===== config.mk =====
export PLATFORM = sky130hd
export DESIGN_NAME = tdm_strobe_gen
export DESIGN_NICKNAME = d
export VERILOG_FILES = /design/src/rtl/tdm_sg_pkg.sv /design/src/rtl/tdm_frame_sync.sv /design/src/rtl/tdm_lane_match.sv /design/src/rtl/tdm_slot_decode.sv /design/src/rtl/tdm_strobe_gen.sv
export SDC_FILE = /design/constraint.sdc
export NUM_CORES = 1
export LEC_CHECK = 0
export CORE_MARGIN = 4
export CORE_UTILIZATION = 53
export CTS_BUF_LIST = sky130_fd_sc_hd__clkbuf_8
export CTS_CLUSTER_SIZE = 10
export DETAILED_ROUTE_END_ITERATION = 16
export GPL_ROUTABILITY_DRIVEN = 0
export PLACE_DENSITY_LB_ADDON = 0.08
export SETUP_SLACK_MARGIN = 0.05
export SLEW_MARGIN = 15
export SYNTH_ARGS = -nofsm -noshare
export SYNTH_HDL_FRONTEND = slang
export SYNTH_HIERARCHICAL = 1
export SYNTH_SLANG_ARGS = --single-unit

===== constraint.sdc =====
create_clock -name clk -period 1.7 [get_ports clk]
set_input_delay 0.17 -clock clk [delete_from_list [all_inputs] [get_ports clk]]
set_output_delay 0.17 -clock clk [all_outputs]
set_load 0.03 [all_outputs]

===== src/rtl/tdm_sg_pkg.sv =====
package tdm_sg_pkg;

    typedef enum logic [1:0] {
        SYNC_IDLE   = 2'd0,
        SYNC_ARMED  = 2'd1,
        SYNC_LOCKED = 2'd2
    } sync_mode_e;

    localparam int NUM_LANES = 3;
    localparam int LANE_CH1  = 0;
    localparam int LANE_CH2  = 1;
    localparam int LANE_CW   = 2;

endpackage


===== src/rtl/tdm_frame_sync.sv =====
module tdm_frame_sync
    import tdm_sg_pkg::*;
#(
    parameter int FRAME_LEN = 512,
    parameter int POS_W     = $clog2(FRAME_LEN)
) (
    input  logic             clk,
    input  logic             rst_n,
    input  logic             fp_n,
    output logic [POS_W-1:0] frame_pos,
    output logic             locked
);

    localparam int LOW_W = $clog2(FRAME_LEN + 1);
    localparam logic [POS_W-1:0] POS_LAST = POS_W'(FRAME_LEN - 1);
    localparam logic [LOW_W-1:0] LOW_MAX  = LOW_W'(FRAME_LEN);

    typedef struct packed {
        logic             fp_q1;
        logic             fp_q2;
        logic [POS_W-1:0] pos;
        logic [LOW_W-1:0] low_cnt;
        sync_mode_e       mode;
    } sync_state_t;

    localparam sync_state_t RST_STATE = '{
        fp_q1:   1'b1,
        fp_q2:   1'b1,
        pos:     '0,
        low_cnt: '0,
        mode:    SYNC_IDLE
    };

    sync_state_t q, d;
    logic pulse_ok;
    logic on_grid;
    logic long_low;

    always_comb begin
        d = q;
        d.fp_q1 = fp_n;
        d.fp_q2 = q.fp_q1;

        // free-running position, wraps each frame
        d.pos = (q.pos == POS_LAST) ? '0 : q.pos + POS_W'(1);

        // run length of consecutive low samples, saturating
        if (fp_n) begin
            d.low_cnt = '0;
        end else if (q.low_cnt != LOW_MAX) begin
            d.low_cnt = q.low_cnt + LOW_W'(1);
        end

        // one low sample framed by highs, confirmed on its trailing high
        pulse_ok = fp_n & ~q.fp_q1 & q.fp_q2;
        // previous sample sat on frame position 0
        on_grid  = (q.pos == '0);
        // this edge is the (FRAME_LEN+1)-th consecutive low sample
        long_low = ~fp_n & (q.low_cnt == LOW_MAX);

        if (pulse_ok) begin
            d.pos = POS_W'(1);
            unique case (q.mode)
                SYNC_IDLE:   d.mode = SYNC_ARMED;
                SYNC_ARMED:  d.mode = on_grid ? SYNC_LOCKED : SYNC_ARMED;
                SYNC_LOCKED: d.mode = on_grid ? SYNC_LOCKED : SYNC_ARMED;
                default:     d.mode = SYNC_IDLE;
            endcase
        end

        if (long_low) begin
            d.mode = SYNC_IDLE;
        end
    end

    always_ff @(posedge clk or negedge rst_n) begin
        if (!rst_n) begin
            q <= RST_STATE;
        end else begin
            q <= d;
        end
    end

    assign frame_pos = q.pos;
    assign locked    = (q.mode == SYNC_LOCKED);

endmodule


===== src/rtl/tdm_lane_match.sv =====
module tdm_lane_match #(
    parameter int POS_W    = 9,
    parameter int SLOT_LEN = 16,
    parameter int PRI_SLOT = 0,
    parameter int ALT_SLOT = 2
) (
    input  logic [POS_W-1:0] frame_pos,
    input  logic             use_pri,
    input  logic             enable,
    output logic             hit
);

    localparam logic [POS_W-1:0] SLOT_DIV = POS_W'(SLOT_LEN);
    localparam logic [POS_W-1:0] PRI_IDX  = POS_W'(PRI_SLOT);
    localparam logic [POS_W-1:0] ALT_IDX  = POS_W'(ALT_SLOT);

    logic [POS_W-1:0] slot_idx;

    always_comb begin
        slot_idx = frame_pos / SLOT_DIV;
        hit      = enable & (slot_idx == (use_pri ? PRI_IDX : ALT_IDX));
    end

endmodule


===== src/rtl/tdm_slot_decode.sv =====
module tdm_slot_decode
    import tdm_sg_pkg::*;
#(
    parameter int POS_W    = 9,
    parameter int SLOT_LEN = 16,
    parameter int CH1_PRI  = 0,
    parameter int CH1_ALT  = 2,
    parameter int CH2_PRI  = 1,
    parameter int CH2_ALT  = 3,
    parameter int CW_PRI   = 8,
    parameter int CW_ALT   = 10
) (
    input  logic                 locked,
    input  logic [POS_W-1:0]     frame_pos,
    input  logic                 pri_sel,
    output logic                 clk2_o,
    output logic [NUM_LANES-1:0] lane_en
);

    localparam int PRI_TAB [NUM_LANES] = '{CH1_PRI, CH2_PRI, CW_PRI};
    localparam int ALT_TAB [NUM_LANES] = '{CH1_ALT, CH2_ALT, CW_ALT};

    for (genvar g = 0; g < NUM_LANES; g++) begin : g_lane
        tdm_lane_match #(
            .POS_W    (POS_W),
            .SLOT_LEN (SLOT_LEN),
            .PRI_SLOT (PRI_TAB[g]),
            .ALT_SLOT (ALT_TAB[g])
        ) u_match (
            .frame_pos (frame_pos),
            .use_pri   (pri_sel),
            .enable    (locked),
            .hit       (lane_en[g])
        );
    end

    // high on even positions: clk divided by two, phase tied to the frame
    assign clk2_o = locked & ~frame_pos[0];

endmodule


===== src/rtl/tdm_strobe_gen.sv =====
module tdm_strobe_gen
    import tdm_sg_pkg::*;
#(
    parameter int FRAME_LEN = 512,
    parameter int SLOT_LEN  = 16,
    parameter int CH1_PRI   = 0,
    parameter int CH1_ALT   = 2,
    parameter int CH2_PRI   = 1,
    parameter int CH2_ALT   = 3,
    parameter int CW_PRI    = 8,
    parameter int CW_ALT    = 10
) (
    input  logic clk,
    input  logic rst_n,
    input  logic fp_n,
    input  logic pos_sel,
    output logic tdm_mode,
    output logic clk2_o,
    output logic ch1_en,
    output logic ch2_en,
    output logic cw_win
);

    localparam int POS_W = $clog2(FRAME_LEN);

    logic [POS_W-1:0]     frame_pos;
    logic                 locked;
    logic [NUM_LANES-1:0] lane_en;

    tdm_frame_sync #(
        .FRAME_LEN (FRAME_LEN),
        .POS_W     (POS_W)
    ) u_sync (
        .clk       (clk),
        .rst_n     (rst_n),
        .fp_n      (fp_n),
        .frame_pos (frame_pos),
        .locked    (locked)
    );

    tdm_slot_decode #(
        .POS_W    (POS_W),
        .SLOT_LEN (SLOT_LEN),
        .CH1_PRI  (CH1_PRI),
        .CH1_ALT  (CH1_ALT),
        .CH2_PRI  (CH2_PRI),
        .CH2_ALT  (CH2_ALT),
        .CW_PRI   (CW_PRI),
        .CW_ALT   (CW_ALT)
    ) u_decode (
        .locked    (locked),
        .frame_pos (frame_pos),
        .pri_sel   (pos_sel),
        .clk2_o    (clk2_o),
        .lane_en   (lane_en)
    );

    assign tdm_mode = locked;
    assign ch1_en   = lane_en[LANE_CH1];
    assign ch2_en   = lane_en[LANE_CH2];
    assign cw_win   = lane_en[LANE_CW];

endmodule


# Word-level counts from Yosys, hierarchy flattened
# Cells that the tools add are included.
# totals
regBits	23
latchBits	0
ramBits	0
rom_bits	0
out_inout_bits	5
wordCells	41
memories	0
# op_classes
addsub	2
multipliers	0
div	0
order_cmp	0
eq_ne	8
n_shift	0
mux	11
bitwise_logic	10
n_reduce_logical	5
# ops
op	count
$mux W10	2
$mux W9	2
$mux W2	6
$add A10 B1 Y10 const B	1
$eq A10 B10 Y1 const B	1
$eq A5 B2 Y1	2
$ne A10 B10 Y1 const B	1
$add A9 B1 Y9 const B	1
$eq A9 B9 Y1 const B	1
$logic_not A9 Y1	1
$and A1 B1 Y1	7
$eq A5 B4 Y1	1
$pmux W2 S2	1
$reduce_bool A2 Y1	2
$not A1 Y1	3
$eq A2 B1 Y1 const B	1
$eq A2 B2 Y1 const B	1
$logic_not A2 Y1	1
$reduce_or A2 Y1	1

# Logic depth before layout (Yosys ltp)
# logic_depth
word_depth	5
ltp_mapped	6
mapped_depth_nobuf	6

# Modules after synthesis
# The synthesis kept the hierarchy.
# by_module_without_submodules
mod	n_inst	cells_per_inst	area_each_um2	seq_area_each_um2
tdm_frame_sync	1	129	1270.0	578.1
tdm_lane_match at u_decode.g_lane[2].u_match	1	3	41.3	0.0
tdm_lane_match at u_decode.g_lane[1].u_match	1	3	30.0	0.0
tdm_lane_match at u_decode.g_lane[0].u_match	1	3	28.8	0.0
tdm_slot_decode	1	1	13.8	0.0

# Least setup slack after synthesis
# No wires, ideal clock.
# synth_path
path_kind	register to output
from	reg u_sync/q[0] in the netlist's numbering
to	out ch1_en
t_arrival_ns	1.751
required_time_ns	1.530
path_slack_ns	-0.221
stages_incl_launch_ff	5
path_buffers	0
path_cell_list	dfrtp_1 -> inv_1 -> ha_1 -> or4b_1 -> nor3_2
# synth_via
elab_chain_len	2
# synth_lines
element	line	text
from (decl)	tdm_frame_sync.sv:34	sync_state_t q, d;
from (signal assigned)	tdm_frame_sync.sv:78	q <= RST_STATE;
from (signal assigned)	tdm_frame_sync.sv:80	q <= d;
$eq A2 B2 Y1	tdm_frame_sync.sv:85	assign locked = (q.mode == SYNC_LOCKED);
net tdm_mode	tdm_strobe_gen.sv:17	output logic tdm_mode,
$and A1 B1 Y1	tdm_lane_match.sv:21	hit = enable & (slot_idx == (use_pri ? PRI_IDX : ALT_IDX));
to (decl)	tdm_strobe_gen.sv:19	output logic ch1_en,
# The timed path passes the listed nets, and every way through them passes these cells.

# Worst setup path after layout
# layout_path
from	reg u_sync/q[0] in the netlist's numbering
to	out ch1_en
# layout_via
elab_chain_len	2
# layout_lines
element	line
$eq A2 B2 Y1	tdm_frame_sync.sv:85
$and A1 B1 Y1	tdm_lane_match.sv:21
# Every way passes these cells.

==> qor.yml <==
path_max_fanout: 4
worst_ep_required_time_ps: 1530
violations: "setup timing"
ctsRootBufferMaster: "clkbuf_8"
powerDensity_nw_per_um2: 945
status: "complete, but fails checks"
path_clk_slew_ps: 90
grt_antenna_before_repair: 0
final_layout_size_suffix_gt1_share_pct: 24.7
worstSetupEndpoint: "ch1_en"
clk_path_buf_depth: 2
drc: 0
maxCapViolations: 0
period_share_pct: 107
drt-initial-drc-count: 21
synthesis.nets: 148
dp.cells: 175
die_h_microns: 58.7
rsz0062_at_grt: "yes"
ant_nets: 0
cts_buffers: 3
drtPass1Iterations: 3
finalClockSkew_ps: 5.97
vdd_ir_drop_max_mv: 0.859
syn2layout_area_growth_pct: 18.7
grt_usage_pct: 18.3
yosys_warnings: 6
grt_pass1_vias: 1012
io_pins: 9
start_util_pct: 55.5
clock_latency_ps: 270
cts_htree_levels: 1
grt_overflow: 0
r2r-end: "u_sync/q[0]$_DFFE_PN0P_"
critPathSlowestCell: "or4b_4"
synth_area_per_cell_sq_um: 10.0
slew_violations: 0
dpl.hpwl_microns: 1990
drt-total-wl_microns: 2680
power_uw: 1530
hold_buffers: 0
slew_headroom_pct: 64.7
finalHoldViolCount: 0
antennaDiodeCount: 0
rrSetupSlack_ps: 60
dieWidth_microns: 58.7
num_vias: 1012
cts_tree: "built"
worstSetupEndpointType: "output pin"
dieArea_sq_um: 3440
crit_arrival_ps: 1650
crit_path_start_kind: "flop"
grt_first_pass_wirelength_microns: 4620
worstHoldPathType: "in2async"
startpoint: "u_sync/q[0]$_DFFE_PN0P_"
setup_viol: 1
wire_per_inst_microns: 14.5
finalCriticalPeriod_ps: 1820
rows: 18
rr_startpoint: "u_sync/frame_pos[7]$_DFF_PN0_"
stdcell_count: 184
layout_setup_ws_ps: -117
io_buffers: 8
syn_inst: 136
final_net_count: 167
core_sq_um: 2450
syn_area_sq_um: 1360
path_cells: "inv_2, ha_4, or4b_4, nor3_4, buf_6"
grt_max_degree: 24
viasPerCell: 5.50
r2r_cells: 3
power.leakage_uw: 0.000727
cts_sinks: 23
fmax_mhz: 550
tightest_slew_ps: 524
critPathKind: "reg2out"
cpPeakStageDelay_ps: 470
## metrics by stage
stage,worst slack (ps),hold slack [ps],TNS (ps),cell area [sq um],utilization (%)
2_1_floorplan,14.8,-126,0,1380,-
3_3_place_gp,15.9,356,0,1500,61.2
3_5_place_dp,-32.9,365,-32.9,1500,61.2
4_1_cts,-157,260,-157,1580,64.4
5_1_grt,-191,270,-277,1620,65.8
6_report,-117,253,-117,1620,65.8
## report_power, final
group | leakage [uW] | switching [uW] | internal (uW)
Combinational | 0.000405 | 223 | 232
Sequential | 0.000300 | 96.2 | 624
Clock | 0.0000217 | 185 | 166
## worst max-delay path, delay by kind of cell, from the launching register on
| family | cells | cell delay, ps |
|---|---|---|
| buffers and inverters | 2 | 240 |
| adder cells (fa/ha/maj) | 1 | 140 |
| flip-flops | 1 | 400 |
| AND/OR/NAND/NOR | 2 | 600 |
## timing repair
action                     in CTS  in global routing
setup endpoints to repair       5                 15
buffers inserted                2                  3
gates resized for setup         7                  3
pin swaps                       1                  1
## registers in the layout (all words and copies together) (netlist names)
name	cells
u_sync/d	1
u_sync/frame_pos	9
u_sync/q	13
## layout by cell type, fill, tap and decap left out, types with 2 or more instances in the layout
| cell | count |
|---|---|
| nor3_1 | 2 |
| clkbuf_8 | 3 |
| nand4_1 | 4 |
| clkdlybuf4s50_1 | 3 |
| ha_1 | 7 |
| nor4b_2 | 2 |
| or4_1 | 2 |
| buf_6 | 2 |
| a21oi_1 | 6 |
| buf_4 | 15 |
| nor2_1 | 9 |
| a211oi_1 | 2 |
| inv_1 | 11 |
| o21ai_0 | 7 |
| dfrtp_1 | 20 |
| nand2_1 | 6 |
| xnor2_1 | 5 |
| o31ai_1 | 2 |
| dlygate4sd2_1 | 2 |
| dfstp_2 | 2 |
| xor2_1 | 4 |
| or3_1 | 6 |
| nor4_2 | 2 |
| nand3_1 | 6 |
| and2_1 | 2 |
## area by class of cell
class / count / area [sq um]
clock buffers: 3 / 41.3
inverters: 12 / 45.0
repair buffers: 22 / 183
flip-flops and latches: 23 / 579
multi-input cells: 93 / 722
clock inverters: 1 / 7.51
fillers: 208 / 840
well taps: 30 / 37.5
## routing by layer
layer | wire (microns) | GRT usage, %
met2 | 1430 | 31.6
met4 | 59 | 12.3
met1 | 1120 | 19.8
met3 | 67 | 4.17
met5 | 0 | 0
## worst min path at each step
stage	endpoint	slack, ps	cells past startpoint
2_1_floorplan	u_sync/frame_pos[0]$_DFF_PN0_	-130	0
3_3_place_gp	u_sync/q[21]$_DFF_PN1_	360	0
3_5_place_dp	u_sync/q[21]$_DFF_PN1_	370	0
4_1_cts	u_sync/frame_pos[4]$_DFF_PN0_	260	2
5_1_grt	u_sync/frame_pos[3]$_DFF_PN0_	270	2
6_report	u_sync/frame_pos[4]$_DFF_PN0_	250	2
(Power assumes the default switching activity.)
